**src/rtl/cmdresp_pkg.sv**
```systemverilog
package cmdresp_pkg;
  localparam int IDX_W     = 6;
  localparam int CMD_W     = 11;
  localparam int BIT_RESP  = 6;
  localparam int BIT_LONG  = 7;
  localparam int BIT_PEND  = 9;
  localparam int BIT_EN    = 10;

  localparam int STAT_W     = 12;
  localparam int ST_TIMEOUT = 2;
  localparam int ST_RESPEND = 6;
  localparam int ST_SENT    = 7;
  localparam int ST_ACTIVE  = 11;

  // strobes from control to datapath, one cycle each
  typedef struct packed {
    logic issue;
    logic shiftByte;
    logic finish;
    logic setTimeout;
    logic setRespEnd;
    logic setSent;
    logic loadShort;
    logic loadLong;
  } ctrlStrobes_t;
endpackage

```
**src/rtl/cmdCtrl.sv**
```systemverilog
module cmdCtrl
  import cmdresp_pkg::*;
#(
  parameter int TIMEOUT_CYCLES = 64,
  parameter int CNT_W          = 5,
  parameter int SHORT_BYTES    = 4,
  parameter int LONG_BYTES     = 16
) (
  input  logic               clk,
  input  logic               rstN,
  input  logic               cmdWrEn,
  input  logic [CMD_W-1:0]   cmdWrData,
  input  logic               rspByteValid,
  input  logic               rspDone,
  input  logic               rspErr,
  input  logic               respExp,
  input  logic               respLong,
  input  logic [CNT_W-1:0]   byteCnt,
  output ctrlStrobes_t       strb,
  output logic               active,
  output logic               reqValid
);
  localparam int TMR_W = $clog2(TIMEOUT_CYCLES) + 1;
  localparam logic [TMR_W-1:0] TMR_LAST  = TMR_W'(TIMEOUT_CYCLES - 1);
  localparam logic [CNT_W-1:0] SHORT_CNT = CNT_W'(SHORT_BYTES);
  localparam logic [CNT_W-1:0] LONG_CNT  = CNT_W'(LONG_BYTES);

  typedef enum logic {IDLE_S, WAIT_S} state_t;

  state_t           state;
  logic [TMR_W-1:0] timer;
  logic             badLen;

  // length rules for a command that expects a response
  always_comb begin
    badLen = (byteCnt == '0)
           | (respLong && (byteCnt == SHORT_CNT))
           | ((byteCnt != SHORT_CNT) && (byteCnt != LONG_CNT));
  end

  always_comb begin
    strb = '0;
    case (state)
      IDLE_S: begin
        strb.issue = cmdWrEn & cmdWrData[BIT_EN] & ~cmdWrData[BIT_PEND];
      end
      WAIT_S: begin
        if (rspDone) begin
          strb.finish = 1'b1;
          if (rspErr) begin
            strb.setTimeout = 1'b1;
          end else if (!respExp) begin
            strb.setSent = 1'b1;
          end else if (badLen) begin
            strb.setTimeout = 1'b1;
          end else begin
            strb.setRespEnd = 1'b1;
            if (byteCnt == SHORT_CNT) strb.loadShort = 1'b1;
            else                      strb.loadLong  = 1'b1;
          end
        end else begin
          strb.shiftByte = rspByteValid;
          if (timer == TMR_LAST) begin
            strb.finish     = 1'b1;
            strb.setTimeout = 1'b1;
          end
        end
      end
      default: strb = '0;
    endcase
  end

  always_ff @(posedge clk) begin
    if (!rstN) begin
      state    <= IDLE_S;
      timer    <= '0;
      reqValid <= 1'b0;
    end else begin
      reqValid <= strb.issue;
      if (strb.issue) begin
        state <= WAIT_S;
        timer <= '0;
      end else if (strb.finish) begin
        state <= IDLE_S;
      end else if (state == WAIT_S) begin
        timer <= timer + 1'b1;
      end
    end
  end

  assign active = (state == WAIT_S);
endmodule

```
**src/rtl/cmdDatapath.sv**
```systemverilog
module cmdDatapath
  import cmdresp_pkg::*;
#(
  parameter int WORD_W    = 32,
  parameter int NUM_WORDS = 4,
  parameter int BYTE_W    = 8,
  parameter int CNT_W     = 5
) (
  input  logic                              clk,
  input  logic                              rstN,
  input  ctrlStrobes_t                      strb,
  input  logic                              active,
  input  logic                              cmdWrEn,
  input  logic [CMD_W-1:0]                  cmdWrData,
  input  logic                              argWrEn,
  input  logic [WORD_W-1:0]                 argWrData,
  input  logic [BYTE_W-1:0]                 rspByte,
  input  logic [STAT_W-1:0]                 statusClr,
  output logic [CMD_W-1:0]                  cmdWord,
  output logic [WORD_W-1:0]                 cmdArg,
  output logic [NUM_WORDS-1:0][WORD_W-1:0]  respWords,
  output logic [STAT_W-1:0]                 status,
  output logic                              respExp,
  output logic                              respLong,
  output logic [CNT_W-1:0]                  byteCnt,
  output logic [IDX_W-1:0]                  reqIndex,
  output logic [WORD_W-1:0]                 reqArg
);
  localparam int BUF_W      = WORD_W * NUM_WORDS;
  localparam int LONG_BYTES = BUF_W / BYTE_W;
  localparam logic [CNT_W-1:0] CNT_MAX  = '1;
  localparam logic [CNT_W-1:0] CNT_FULL = CNT_W'(LONG_BYTES);

  logic [CMD_W-1:0]  cmdReg;
  logic [WORD_W-1:0] argReg;
  logic [BUF_W-1:0]  shiftBuf;
  logic              toFlag, reFlag, sentFlag;

  always_ff @(posedge clk) begin
    if (!rstN) begin
      cmdReg <= '0;
      argReg <= '0;
    end else begin
      if (cmdWrEn && !active) begin
        cmdReg <= {strb.issue, cmdWrData[BIT_EN-1:0]};
      end else if (strb.finish) begin
        cmdReg[BIT_EN] <= 1'b0;
      end
      if (argWrEn && !active) argReg <= argWrData;
    end
  end

  // bytes enter at the bottom so the first one ends up highest
  always_ff @(posedge clk) begin
    if (!rstN) begin
      shiftBuf <= '0;
      byteCnt  <= '0;
    end else if (strb.issue) begin
      shiftBuf <= '0;
      byteCnt  <= '0;
    end else if (strb.shiftByte) begin
      if (byteCnt < CNT_FULL) shiftBuf <= {shiftBuf[BUF_W-BYTE_W-1:0], rspByte};
      if (byteCnt != CNT_MAX) byteCnt <= byteCnt + 1'b1;
    end
  end

  for (genvar w = 0; w < NUM_WORDS; w++) begin : gWord
    localparam logic [WORD_W-1:0] KEEP =
      (w == NUM_WORDS - 1) ? ~(WORD_W'(1)) : {WORD_W{1'b1}};
    always_ff @(posedge clk) begin
      if (!rstN) begin
        respWords[w] <= '0;
      end else if (strb.loadShort) begin
        if (w == 0) respWords[w] <= shiftBuf[WORD_W-1:0];
        else        respWords[w] <= '0;
      end else if (strb.loadLong) begin
        respWords[w] <= shiftBuf[BUF_W-1-w*WORD_W -: WORD_W] & KEEP;
      end
    end
  end

  // clear first, then a same-cycle set wins
  always_ff @(posedge clk) begin
    if (!rstN) begin
      toFlag   <= 1'b0;
      reFlag   <= 1'b0;
      sentFlag <= 1'b0;
    end else begin
      toFlag   <= (toFlag   & ~statusClr[ST_TIMEOUT]) | strb.setTimeout;
      reFlag   <= (reFlag   & ~statusClr[ST_RESPEND]) | strb.setRespEnd;
      sentFlag <= (sentFlag & ~statusClr[ST_SENT])    | strb.setSent;
    end
  end

  always_comb begin
    status             = '0;
    status[ST_TIMEOUT] = toFlag;
    status[ST_RESPEND] = reFlag;
    status[ST_SENT]    = sentFlag;
    status[ST_ACTIVE]  = active;
  end

  assign cmdWord  = cmdReg;
  assign cmdArg   = argReg;
  assign respExp  = cmdReg[BIT_RESP];
  assign respLong = cmdReg[BIT_LONG];
  assign reqIndex = cmdReg[IDX_W-1:0];
  assign reqArg   = argReg;
endmodule

```
**src/rtl/cmdResponseUnit.sv**
```systemverilog
module cmdResponseUnit
  import cmdresp_pkg::*;
#(
  parameter int TIMEOUT_CYCLES = 64
) (
  input  logic               clk,
  input  logic               rstN,
  input  logic               cmdWrEn,
  input  logic [CMD_W-1:0]   cmdWrData,
  input  logic               argWrEn,
  input  logic [31:0]        argWrData,
  input  logic [STAT_W-1:0]  statusClr,
  output logic               reqValid,
  output logic [IDX_W-1:0]   reqIndex,
  output logic [31:0]        reqArg,
  input  logic               rspByteValid,
  input  logic [7:0]         rspByte,
  input  logic               rspDone,
  input  logic               rspErr,
  output logic [CMD_W-1:0]   cmdWord,
  output logic [31:0]        cmdArg,
  output logic [31:0]        respWord0,
  output logic [31:0]        respWord1,
  output logic [31:0]        respWord2,
  output logic [31:0]        respWord3,
  output logic [STAT_W-1:0]  status
);
  localparam int WORD_W      = 32;
  localparam int NUM_WORDS   = 4;
  localparam int BYTE_W      = 8;
  localparam int SHORT_BYTES = WORD_W / BYTE_W;
  localparam int LONG_BYTES  = SHORT_BYTES * NUM_WORDS;
  localparam int CNT_W       = $clog2(LONG_BYTES) + 1;

  ctrlStrobes_t                     strb;
  logic                             active;
  logic                             respExp, respLong;
  logic [CNT_W-1:0]                 byteCnt;
  logic [NUM_WORDS-1:0][WORD_W-1:0] respWords;

  cmdCtrl #(
    .TIMEOUT_CYCLES(TIMEOUT_CYCLES),
    .CNT_W(CNT_W),
    .SHORT_BYTES(SHORT_BYTES),
    .LONG_BYTES(LONG_BYTES)
  ) uCtrl (
    .clk(clk), .rstN(rstN),
    .cmdWrEn(cmdWrEn), .cmdWrData(cmdWrData),
    .rspByteValid(rspByteValid), .rspDone(rspDone), .rspErr(rspErr),
    .respExp(respExp), .respLong(respLong), .byteCnt(byteCnt),
    .strb(strb), .active(active), .reqValid(reqValid)
  );

  cmdDatapath #(
    .WORD_W(WORD_W), .NUM_WORDS(NUM_WORDS), .BYTE_W(BYTE_W), .CNT_W(CNT_W)
  ) uPath (
    .clk(clk), .rstN(rstN), .strb(strb), .active(active),
    .cmdWrEn(cmdWrEn), .cmdWrData(cmdWrData),
    .argWrEn(argWrEn), .argWrData(argWrData),
    .rspByte(rspByte), .statusClr(statusClr),
    .cmdWord(cmdWord), .cmdArg(cmdArg), .respWords(respWords),
    .status(status), .respExp(respExp), .respLong(respLong),
    .byteCnt(byteCnt), .reqIndex(reqIndex), .reqArg(reqArg)
  );

  assign respWord0 = respWords[0];
  assign respWord1 = respWords[1];
  assign respWord2 = respWords[2];
  assign respWord3 = respWords[3];
endmodule

```
**config.mk**
```make
export PLATFORM = sky130hd
export DESIGN_NAME = cmdResponseUnit
export DESIGN_NICKNAME = d
export VERILOG_FILES = /design/src/rtl/cmdresp_pkg.sv /design/src/rtl/cmdCtrl.sv /design/src/rtl/cmdDatapath.sv /design/src/rtl/cmdResponseUnit.sv
export SDC_FILE = /design/constraint.sdc
export NUM_CORES = 1
export LEC_CHECK = 0
export CAP_MARGIN = 20
export CORE_UTILIZATION = 50
export CTS_BUF_LIST = sky130_fd_sc_hd__clkbuf_8
export DETAILED_ROUTE_END_ITERATION = 8
export DONT_BUFFER_PORTS = 1
export SLEW_MARGIN = 20
export SYNTH_ARGS = -nofsm -noshare
export SYNTH_HDL_FRONTEND = slang
export SYNTH_HIERARCHICAL = 1
export SYNTH_SLANG_ARGS = --single-unit
export TNS_END_PERCENT = 20
```
**constraint.sdc**
```tcl
create_clock -name clk -period 2.8 [get_ports clk]
set_clock_uncertainty 0.1 [all_clocks]
set_input_delay 0.28 -clock clk [delete_from_list [all_inputs] [get_ports clk]]
set_output_delay 0.28 -clock clk [all_outputs]
set_load 0.01 [all_outputs]
```
==> flow_metrics.py, run 1 <==
metrics = {
    "outcome": {
        "status": "completed",
    },
    "logic_synthesis": {
        "synth-compound-area-share_pct": 10.5,
        "ys_ff_latch": 315,
        "synth.distinct_cells": 46,
        "post-synth-top-count-cell": "nand2_1",
        "ys.flop_type": "dfxtp_1",
        "netlist_top_cells_area": "dfxtp_1 (51%), nand2_1 (12%), mux2i_1 (11%)",
        "syn_avg_cell_area_um2": 8.89,
        "syn_inst": 1387,
        "synth_simple_gate_area_share_pct": 18.9,
        "synth_edf_count": 0,
        "synthMuxAreaShare_pct": 10.6,
        "yosys_warnings": 6,
        "synth_xor_area_share_pct": 0.142,
        "yosysTopAreaCell": "dfxtp_1",
        "seq_area_frac_synth_pct": 51.1,
        "synthTopCellsByCount": "nand2_1 (379), dfxtp_1 (315), mux2i_1 (131)",
        "synth_top_family_by_area": "simple AND/OR/NAND/NOR gates",
        "synth_adder_area_share_pct": 0.304,
        "synth_top_cell_area_share_pct": 51.1,
        "netlist_area_um2": 12300,
        "async_reset_ff_share_pct": 0,
    },
    "worst_setup_path": {
        "cp-start-kind": "register",
        "cp_common_cell": "buf_4",
        "path_cells": "buf_4, nand4bb_1, dlygate4sd3_1, buf_4, inv_2, nand2b_4, buf_12, a21oi_1",
        "path_class": "reg -> reg",
        "crit_buf_inv": 5,
        "cp.arrival_ps": 2920,
        "critPathCaptureType": "register",
        "critPathSlowestCell": "dlygate4sd3_1",
        "critPathRequiredTime_ps": 3140,
        "path_delay_family": "buffers and inverters",
        "path_max_fanout": 45,
        "crit_path_max_incr_delay_ps": 580,
    },
    "clocking": {
        "htreeDepth": 2,
        "clk_pin_slew_ps": 60,
        "cts_buffers": 51,
        "clockRootBuffer": "clkbuf_8",
        "clock-sinks": 315,
        "clock_latency_ps": 580,
        "cts_tree": "built",
        "cts_max_path_buffers": 3,
    },
    "sta": {
        "period_share_pct": 92.0,
        "min_period_ps": 2570,
        "totalNegativeSetupSlack_ps": 0,
        "slew_viol_final": 0,
        "tightest_slew_ps": 858,
        "grt_setup_unrepaired": "false",
        "hold_viol": 0,
        "fmax_mhz": 388,
        "final-setup-viol-count": 0,
        "relSlewSlack_pct": 42.7,
        "fin_hold_ws_ps": 42.0,
    },
    "power_and_ir_drop": {
        "power.density_nw_per_um2": 633,
        "p_leak_uw": 0.00469,
        "power.switching_uw": 2010,
        "switching_share_pct": 23.2,
        "seqPwrFrac_pct": 52.9,
        "p_int_uw": 6680,
        "ir_worst_vdd_mv": 0.418,
        "p_clk_share_pct": 43.7,
        "pwr-share-comb_pct": 3.4,
    },
    "floorplanning": {
        "rows": 57,
        "die-area_um2": 25300,
        "dieHeight_um": 159,
        "die_w_um": 159,
        "initial_utilization_pct": 50.9,
        "coreArea_um2": 24200,
        "io_pins": 292,
    },
    "run": {
        "cap_violations": 0,
    },
    "global_route": {
        "antenna_found_initial": 0,
        "grt_pass1_wl_um": 45800,
        "grt_pass1_vias": 8338,
        "grt_max_degree": 90,
        "track_usage_pct": 22.3,
        "gr-total-overflow": 0,
    },
    "placed_design": {
        "dp_hpwl_um": 18100,
        "gp_congestion": 0.787,
        "place.port_buffers": 0,
    },
    "detailed_routing": {
        "dr.pass1.iters": 5,
        "wl_per_cell_um": 16.6,
        "viasPerCell": 5.12,
        "final_antenna_net_count": 0,
        "via_count": 8915,
        "wl_um": 28900,
        "drtIter0Drc": 501,
        "drc": 0,
    },
    "layout": {
        "areaGrowthSynthToFinish_pct": 11.2,
        "final_nets": 1452,
        "diodes": 0,
        "drive_gt1_share_pct": 7.62,
    },
    "worst_hold_path": {
        "hold_class": "in -> reg",
    },
}
path summary, 6_finish.rpt:
check | startpoint | endpoint | slack, ps | cells after the start
worst min register to register | uPath/shiftBuf[125] | uPath/shiftBuf[125] | 360 | 2
worst min-delay path | rstN | uCtrl/active | 40 | 2
worst max register to register | uCtrl/active | uPath/shiftBuf[122] | 230 | 8
worst max-delay path | uCtrl/active | uPath/shiftBuf[122] | 230 | 8
final cells by class:
type / instances / area, µm²
multi-input cells: 926 / 5070
flip-flops and latches: 315 / 6310
clock inverters: 31 / 166
well taps: 324 / 405
repair buffers: 78 / 923
clock buffers: 60 / 826
fillers: 2274 / 10500
inverters: 7 / 26.3
stage by stage:
stage	util, %	cells	cell area, µm²	worst slack [ps]	total power, µW
2_1_floorplan	-	1395	12400	664	4920
3_3_place_gp	50.0	1592	12100	313	4900
3_5_place_dp	50.0	1592	12100	258	4900
4_1_cts	56.6	1741	13700	261	8800
5_1_grt	56.6	1741	13700	69.3	9020
6_report	56.6	1741	13700	225	8690
registers in the layout, summed over array words and instances (netlist names):
signal / flops
uPath/toFlag: 1
uPath/shiftBuf: 128
uCtrl/active: 1
uPath/byteCnt: 5
uCtrl/timer: 7
uPath/respWords: 127
uCtrl/reqValid: 1
uPath/cmdWord: 11
uPath/reFlag: 1
uPath/cmdArg: 32
uPath/sentFlag: 1
power by group through the flow:
stage / combinational (µW) / sequential (µW) / clock, µW
3_3_place_gp: 208 / 4690 / 0
3_5_place_dp: 211 / 4690 / 0
4_1_cts: 296 / 4600 / 3910
5_1_grt: 326 / 4600 / 4100
6_report: 297 / 4600 / 3800
2_1_floorplan: 254 / 4660 / 0
what timing repair did:
action                                  CTS  global route
buffers inserted                          0             0
resized for setup                         0             0
endpoints found under the hold margin   107             0
hold buffers                             58             0
endpoints found under the setup margin    0             0
layer usage:
layer	vias to the layer above	GRT usage, %	routed length, µm
met5	-	0	0
met4	0	6.69	531
met3	44	7.42	2050
met2	219	34.3	12800
met1	4185	29.6	13600
li1	4467	-	-
layout by cell type, fill, tap and decap left out, types with 2 or more instances in the layout:
| cell type | count |
|---|---|
| o21a_1 | 4 |
| buf_12 | 14 |
| a21boi_1 | 2 |
| nand3b_1 | 3 |
| a211oi_1 | 2 |
| o21ai_0 | 33 |
| and2_1 | 32 |
| dfxtp_1 | 315 |
| clkbuf_8 | 60 |
| ha_1 | 3 |
| a21boi_0 | 41 |
| or3_1 | 5 |
| buf_4 | 6 |
| clkinv_2 | 2 |
| a21oi_1 | 124 |
| inv_1 | 31 |
| dlygate4sd3_1 | 57 |
| nor3_1 | 3 |
| mux2i_1 | 131 |
| a21oi_2 | 10 |
| nand2b_1 | 4 |
| nand3_1 | 8 |
| nand2_1 | 379 |
| nor2b_1 | 8 |
| conb_1 | 9 |
| nor2_1 | 99 |
| a2111oi_2 | 2 |
| nand2b_4 | 3 |
cells by family after synthesis:
family,after synthesis
AOI/OAI and AO/OA,221
xor gates and xnor gates,2
adders and majority gates,3
buffers and inverters,154
DFF,315
muxes,131
other,1
and+or+nand+nor,560
Note: power is estimated with default switching activity, not from simulation.
==> run 2, diff against run 1 <==
--- a/config.mk
+++ b/config.mk
@@ -11,4 +11,5 @@
 export DETAILED_ROUTE_END_ITERATION = 8
 export DONT_BUFFER_PORTS = 1
+export SETUP_SLACK_MARGIN = 0.3
 export SLEW_MARGIN = 20
 export SYNTH_ARGS = -nofsm -noshare
==> constraint.sdc (replaced) <==
create_clock -name clk -period 2.8 [get_ports clk]
set_clock_uncertainty 0.1 [all_clocks]
set_input_delay 0.28 -clock clk [delete_from_list [all_inputs] [get_ports clk]]
set_output_delay 0.28 -clock clk [all_outputs]
set_load 0.005 [all_outputs]
==> flow_metrics.py, run 2 (synthesis gave the netlist of run 1 again) <==
metrics = {
    "layout": {
        "largest_reg_flops": 128,
        "n_fill_cell": 2255,
        "top_register": "uPath/shiftBuf",
        "final_core_util_pct": 57.0,
        "drive_gt1_share_pct": 8.18,
        "final_nets": 1460,
        "layout_commonest_cell": "nand2_1",
        "diodes": 0,
        "final_cell_mix": "nand2_1 (379), dfxtp_1 (313), mux2i_1 (131), a21oi_1 (124), nor2_1 (99)",
        "areaGrowthSynthToFinish_pct": 12.0,
    },
    "sta": {
        "setup_slack_ps": 438,
        "min_period_ps": 2360,
        "hold_viol": 0,
        "relSlewSlack_pct": 41.9,
        "totalNegativeSetupSlack_ps": 0,
        "fmax_mhz": 423,
        "fin_hold_ws_ps": 40.6,
        "tightest_slew_ps": 869,
        "period_share_pct": 84.4,
        "grt_setup_unrepaired": "true",
        "slew_viol_final": 0,
        "final-setup-viol-count": 0,
    },
    "power_and_ir_drop": {
        "pwr-share-comb_pct": 3.4,
        "seqPwrFrac_pct": 53.2,
        "p_leak_uw": 0.00472,
        "power.switching_uw": 1930,
        "fin_total_pwr_uw": 8590,
        "switching_share_pct": 22.4,
        "p_int_uw": 6660,
        "power.density_nw_per_um2": 621,
        "p_clk_share_pct": 43.3,
        "ir_worst_vdd_mv": 0.386,
    },
    "detailed_routing": {
        "drc": 0,
        "final_antenna_net_count": 0,
        "drtIter0Drc": 587,
        "viasPerCell": 5.17,
        "dr.pass1.iters": 7,
        "wl_per_cell_um": 16.9,
        "via_count": 8998,
        "wl_um": 29500,
    },
    "global_route": {
        "antenna_found_initial": 0,
        "grt_pass1_wl_um": 46000,
        "grt_max_degree": 116,
        "gr-total-overflow": 0,
        "grt_pass1_vias": 8324,
        "track_usage_pct": 22.4,
    },
    "worst_setup_path": {
        "path_class": "reg -> reg",
        "cp-start-kind": "register",
        "path_max_fanout": 10,
        "path_delay_family": "compound AO/OA/AOI/OAI gates",
        "critPathSlowestCell": "dfxtp_2",
        "critPathCaptureType": "register",
        "path_cells": "or3b_1, a211o_1, a21oi_4, buf_12, buf_4, clkbuf_16, mux2i_1, o21ai_0, and2_1",
        "cp.arrival_ps": 2700,
        "critPathRequiredTime_ps": 3140,
        "crit_path_max_incr_delay_ps": 410,
        "crit_buf_inv": 3,
    },
    "floorplanning": {
        "initial_utilization_pct": 50.9,
        "io_pins": 292,
        "coreArea_um2": 24200,
        "rows": 57,
        "die_w_um": 159,
        "dieHeight_um": 159,
        "die-area_um2": 25300,
    },
    "clocking": {
        "cts_tree": "built",
        "cts_buffers": 51,
        "htreeDepth": 2,
        "clock_latency_ps": 550,
        "clock-sinks": 315,
        "cts_max_path_buffers": 3,
        "clockRootBuffer": "clkbuf_8",
        "clk_pin_slew_ps": 60,
    },
    "placed_design": {
        "gp_congestion": 0.815,
        "place_ws_ps": 271,
        "dp_hpwl_um": 18100,
        "place.port_buffers": 0,
    },
    "run": {
        "cap_violations": 0,
    },
    "worst_hold_path": {
        "hold_class": "in -> reg",
    },
    "outcome": {
        "status": "completed",
    },
}
[run 2: changes by cell type in the layout (fill, tap and decap cells not counted), sizes merged]
cell    change
buf         +6
inv         -5
clkinv      -2
clkbuf      +2
[run 2: through the flow]
step                      instance area (µm²)  instances
after floorplan                         12400       1395
after global placement                  12100       1593
after detailed placement                12100       1593
after CTS                               13700       1735
after global routing                    13800       1742
final                                   13800       1742
[run 2: power groups by stage]
| stage | registers, µW | logic [µW] | clock network (µW) |
|---|---|---|---|
| after floorplan | 4650 | 238 | 0 |
| after global placement | 4670 | 208 | 0 |
| after detailed placement | 4670 | 210 | 0 |
| after CTS | 4570 | 296 | 3840 |
| after global routing | 4570 | 325 | 4040 |
| final | 4570 | 296 | 3720 |
[run 2: cell type report]
type                       instances  area, µm²  area share, %
sequential                       315       6310           45.7
multi-input combinational        926       5070           36.7
timing repair buffer              86       1050           7.61
clock buffer                      60        826           5.98
tap                              324        405           2.93
clock inverter                    24        126          0.915
inverter                           7       26.3          0.190
[run 2: final timing paths]
kind / cells past startpoint / slack [ps] / startpoint / to
max: 9 / 440 / uPath/byteCnt[2] / uPath/respWords[2]
min: 2 / 40 / rstN / uPath/byteCnt[4]
max reg2reg: 9 / 440 / uPath/byteCnt[2] / uPath/respWords[2]
min reg2reg: 2 / 360 / uPath/shiftBuf[126] / uPath/shiftBuf[126]
[run 2: worst register-to-register path, delay by kind of cell (launching register included)]
family                 cells  cell delay, ps
multiplexers               1             170
AND/OR/NAND/NOR            2             540
buffers and inverters      3             440
flip-flops                 1             410
AO/OA/AOI/OAI              3             590
[run 2: layer usage]
layer	track usage, %	wire length, µm	vias up
li1	-	-	4476
met1	29.7	13700	4244
met2	34.5	13100	236
met3	7.63	2130	42
met4	6.29	482	0
met5	0	0	-
[run 2: what timing repair did]
| action | 4_1_cts | 5_1_grt |
|---|---|---|
| resized for setup | 1 | 8 |
| cloned | 0 | 4 |
| hold buffers | 58 | 0 |
| endpoints found under the setup margin | 44 | 125 |
| hold endpoints to repair | 95 | 0 |
| buffers inserted | 0 | 3 |
==> run 3, diff against run 2 <==
PLACE_DENSITY = 0.68   (was unset)
clock period = 1.9 ns   (was 2.8 ns; I/O delays follow)
==> flow_metrics.py, run 3 (synthesis gave the netlist of run 1 again) <==
metrics = {
    "layout": {
        "final_nets": 1528,
        "multi_input_area_um2": 6240,
        "largest_reg_flops": 128,
        "final_cell_mix": "dfxtp_1 (309), nand2_1 (260), mux2i_1 (129), a21oi_2 (112), nor2_1 (97)",
        "diodes": 0,
        "n_fill_cell": 1846,
        "drive_gt1_share_pct": 29.0,
        "top_register": "uPath/shiftBuf",
        "areaGrowthSynthToFinish_pct": 29.8,
        "register_area_um2": 6310,
        "layout_commonest_cell": "dfxtp_1",
    },
    "sta": {
        "grt_setup_unrepaired": "true",
        "min_period_ps": 2360,
        "fin_hold_ws_ps": 80.1,
        "final-setup-viol-count": 127,
        "relSlewSlack_pct": 57.5,
        "hold_viol": 0,
        "setup_slack_ps": -462,
        "fmax_mhz": 423,
        "tightest_slew_ps": 637,
        "period_share_pct": 124,
        "slew_viol_final": 0,
    },
    "power_and_ir_drop": {
        "ir_worst_vdd_mv": 0.642,
        "p_leak_uw": 0.00651,
        "power.density_nw_per_um2": 822,
        "fin_total_pwr_uw": 13200,
    },
    "detailed_routing": {
        "drtIter0Drc": 602,
        "wl_um": 34500,
        "viasPerCell": 5.35,
        "dr.pass1.iters": 5,
        "via_count": 9725,
        "drc": 0,
        "final_antenna_net_count": 0,
        "wl_per_cell_um": 19.0,
    },
    "clocking": {
        "clk_pin_slew_ps": 70,
        "cts_tree": "built",
        "cts_max_path_buffers": 3,
        "clock-sinks": 315,
        "clock_latency_ps": 580,
        "htreeDepth": 2,
        "clockRootBuffer": "clkbuf_8",
        "cts_buffers": 50,
    },
    "floorplanning": {
        "coreArea_um2": 24200,
        "initial_utilization_pct": 50.9,
        "io_pins": 292,
        "die-area_um2": 25300,
        "rows": 57,
        "dieHeight_um": 159,
        "die_w_um": 159,
    },
    "worst_setup_path": {
        "cp-start-kind": "register",
        "crit_buf_inv": 4,
        "critPathRequiredTime_ps": 2260,
        "crit_path_max_incr_delay_ps": 380,
        "path_delay_family": "compound AO/OA/AOI/OAI gates",
        "path_cells": "or3b_4, a211o_1, a21oi_4, buf_12, buf_12, buf_16, buf_8, mux2i_1, o21ai_0, and2_1",
        "path_class": "reg -> reg",
        "path_max_fanout": 6,
        "cp_common_cell": "buf_12",
        "cp.arrival_ps": 2720,
        "critPathCaptureType": "register",
        "critPathSlowestCell": "or3b_4",
    },
    "outcome": {
        "status": "finished with violations",
        "violations": "setup timing",
    },
    "placed_design": {
        "dp_hpwl_um": 19700,
        "gp_congestion": 0.858,
        "place.port_buffers": 0,
    },
    "global_route": {
        "antenna_found_initial": 0,
        "grt_pass1_vias": 9363,
        "grt_pass1_wl_um": 50400,
        "grt_max_degree": 90,
        "gr-total-overflow": 0,
        "track_usage_pct": 24.6,
    },
    "worst_hold_path": {
        "hold_class": "in -> reg",
    },
    "run": {
        "cap_violations": 0,
    },
}
-- run 3: cell count changes in the layout (fill, tap and decap cells not counted), moves of 9 or more --
cell	change
buf_6	+9
nand2_1	-119
o21ai_0	-11
nand2_4	+77
a21oi_1	-102
o21ai_1	+11
nand2_2	+42
buf_4	+32
a21oi_2	+102
-- run 3: per-layer routing --
metal	vias to the layer above	global-route usage, %	routed length [µm]
li1	4635	-	-
met1	4693	29.3	14000
met2	334	41.4	16900
met3	63	7.71	2700
met4	0	9.31	916
met5	-	0	0
-- run 3: report_power, final --
part | leakage [µW] | switching [µW] | internal, µW | total, µW
clock network | 0.000590 | 2690 | 3120 | 5810
logic | 0.00337 | 345 | 269 | 613
registers | 0.00255 | 72.0 | 6660 | 6740
total | 0.00651 | 3110 | 10100 | 13200
-- run 3: layout make-up --
class	instances	share of cell area, %
well taps	324	2.53
inverters	7	0.180
flip-flops and latches	315	39.4
repair buffers	155	12.5
multi-input cells	926	39.0
clock buffers	63	5.42
clock inverters	28	0.953
-- run 3: path summary, 6_finish.rpt --
check | start | endpoint | slack [ps] | cells after the start
setup reg to reg | uPath/byteCnt[4] | uPath/respWords[24] | -460 | 10
setup / recovery | uPath/byteCnt[4] | uPath/respWords[24] | -460 | 10
hold reg to reg | uPath/shiftBuf[127] | uPath/shiftBuf[127] | 360 | 2
hold / removal | argWrEn | uPath/cmdArg[10] | 80 | 4
-- run 3: stage by stage --
stage               worst slack (ps)  area (µm²)  setup TNS [ps]  instances  utilization, %
floorplan                       -200       12400          -23260       1395               -
global placement                -287       12400          -29640       1622            51.2
detailed placement              -321       12400          -33050       1622            51.2
CTS                             -336       15100          -36850       1782            62.1
global route                    -522       16000          -59800       1818            66.0
finish                          -462       16000          -52370       1818            66.0
-- run 3: timing repair --
item                                   CTS  global route
pin swaps                              158           141
endpoints found under the hold margin  175             0
hold buffers                            61             0
gates resized for setup                229           137
setup buffers                            5            22
setup endpoints to repair              262           266
gates cloned                             3            14
-- run 3: worst register-to-register path, stage by stage, from the launching register on --
cell	delay (ps)
dfxtp_2	330
or3b_4	380
a211o_1	360
a21oi_4	160
buf_12	150
buf_12	110
buf_16	130
buf_8	130
mux2i_1	170
o21ai_0	70
and2_1	150
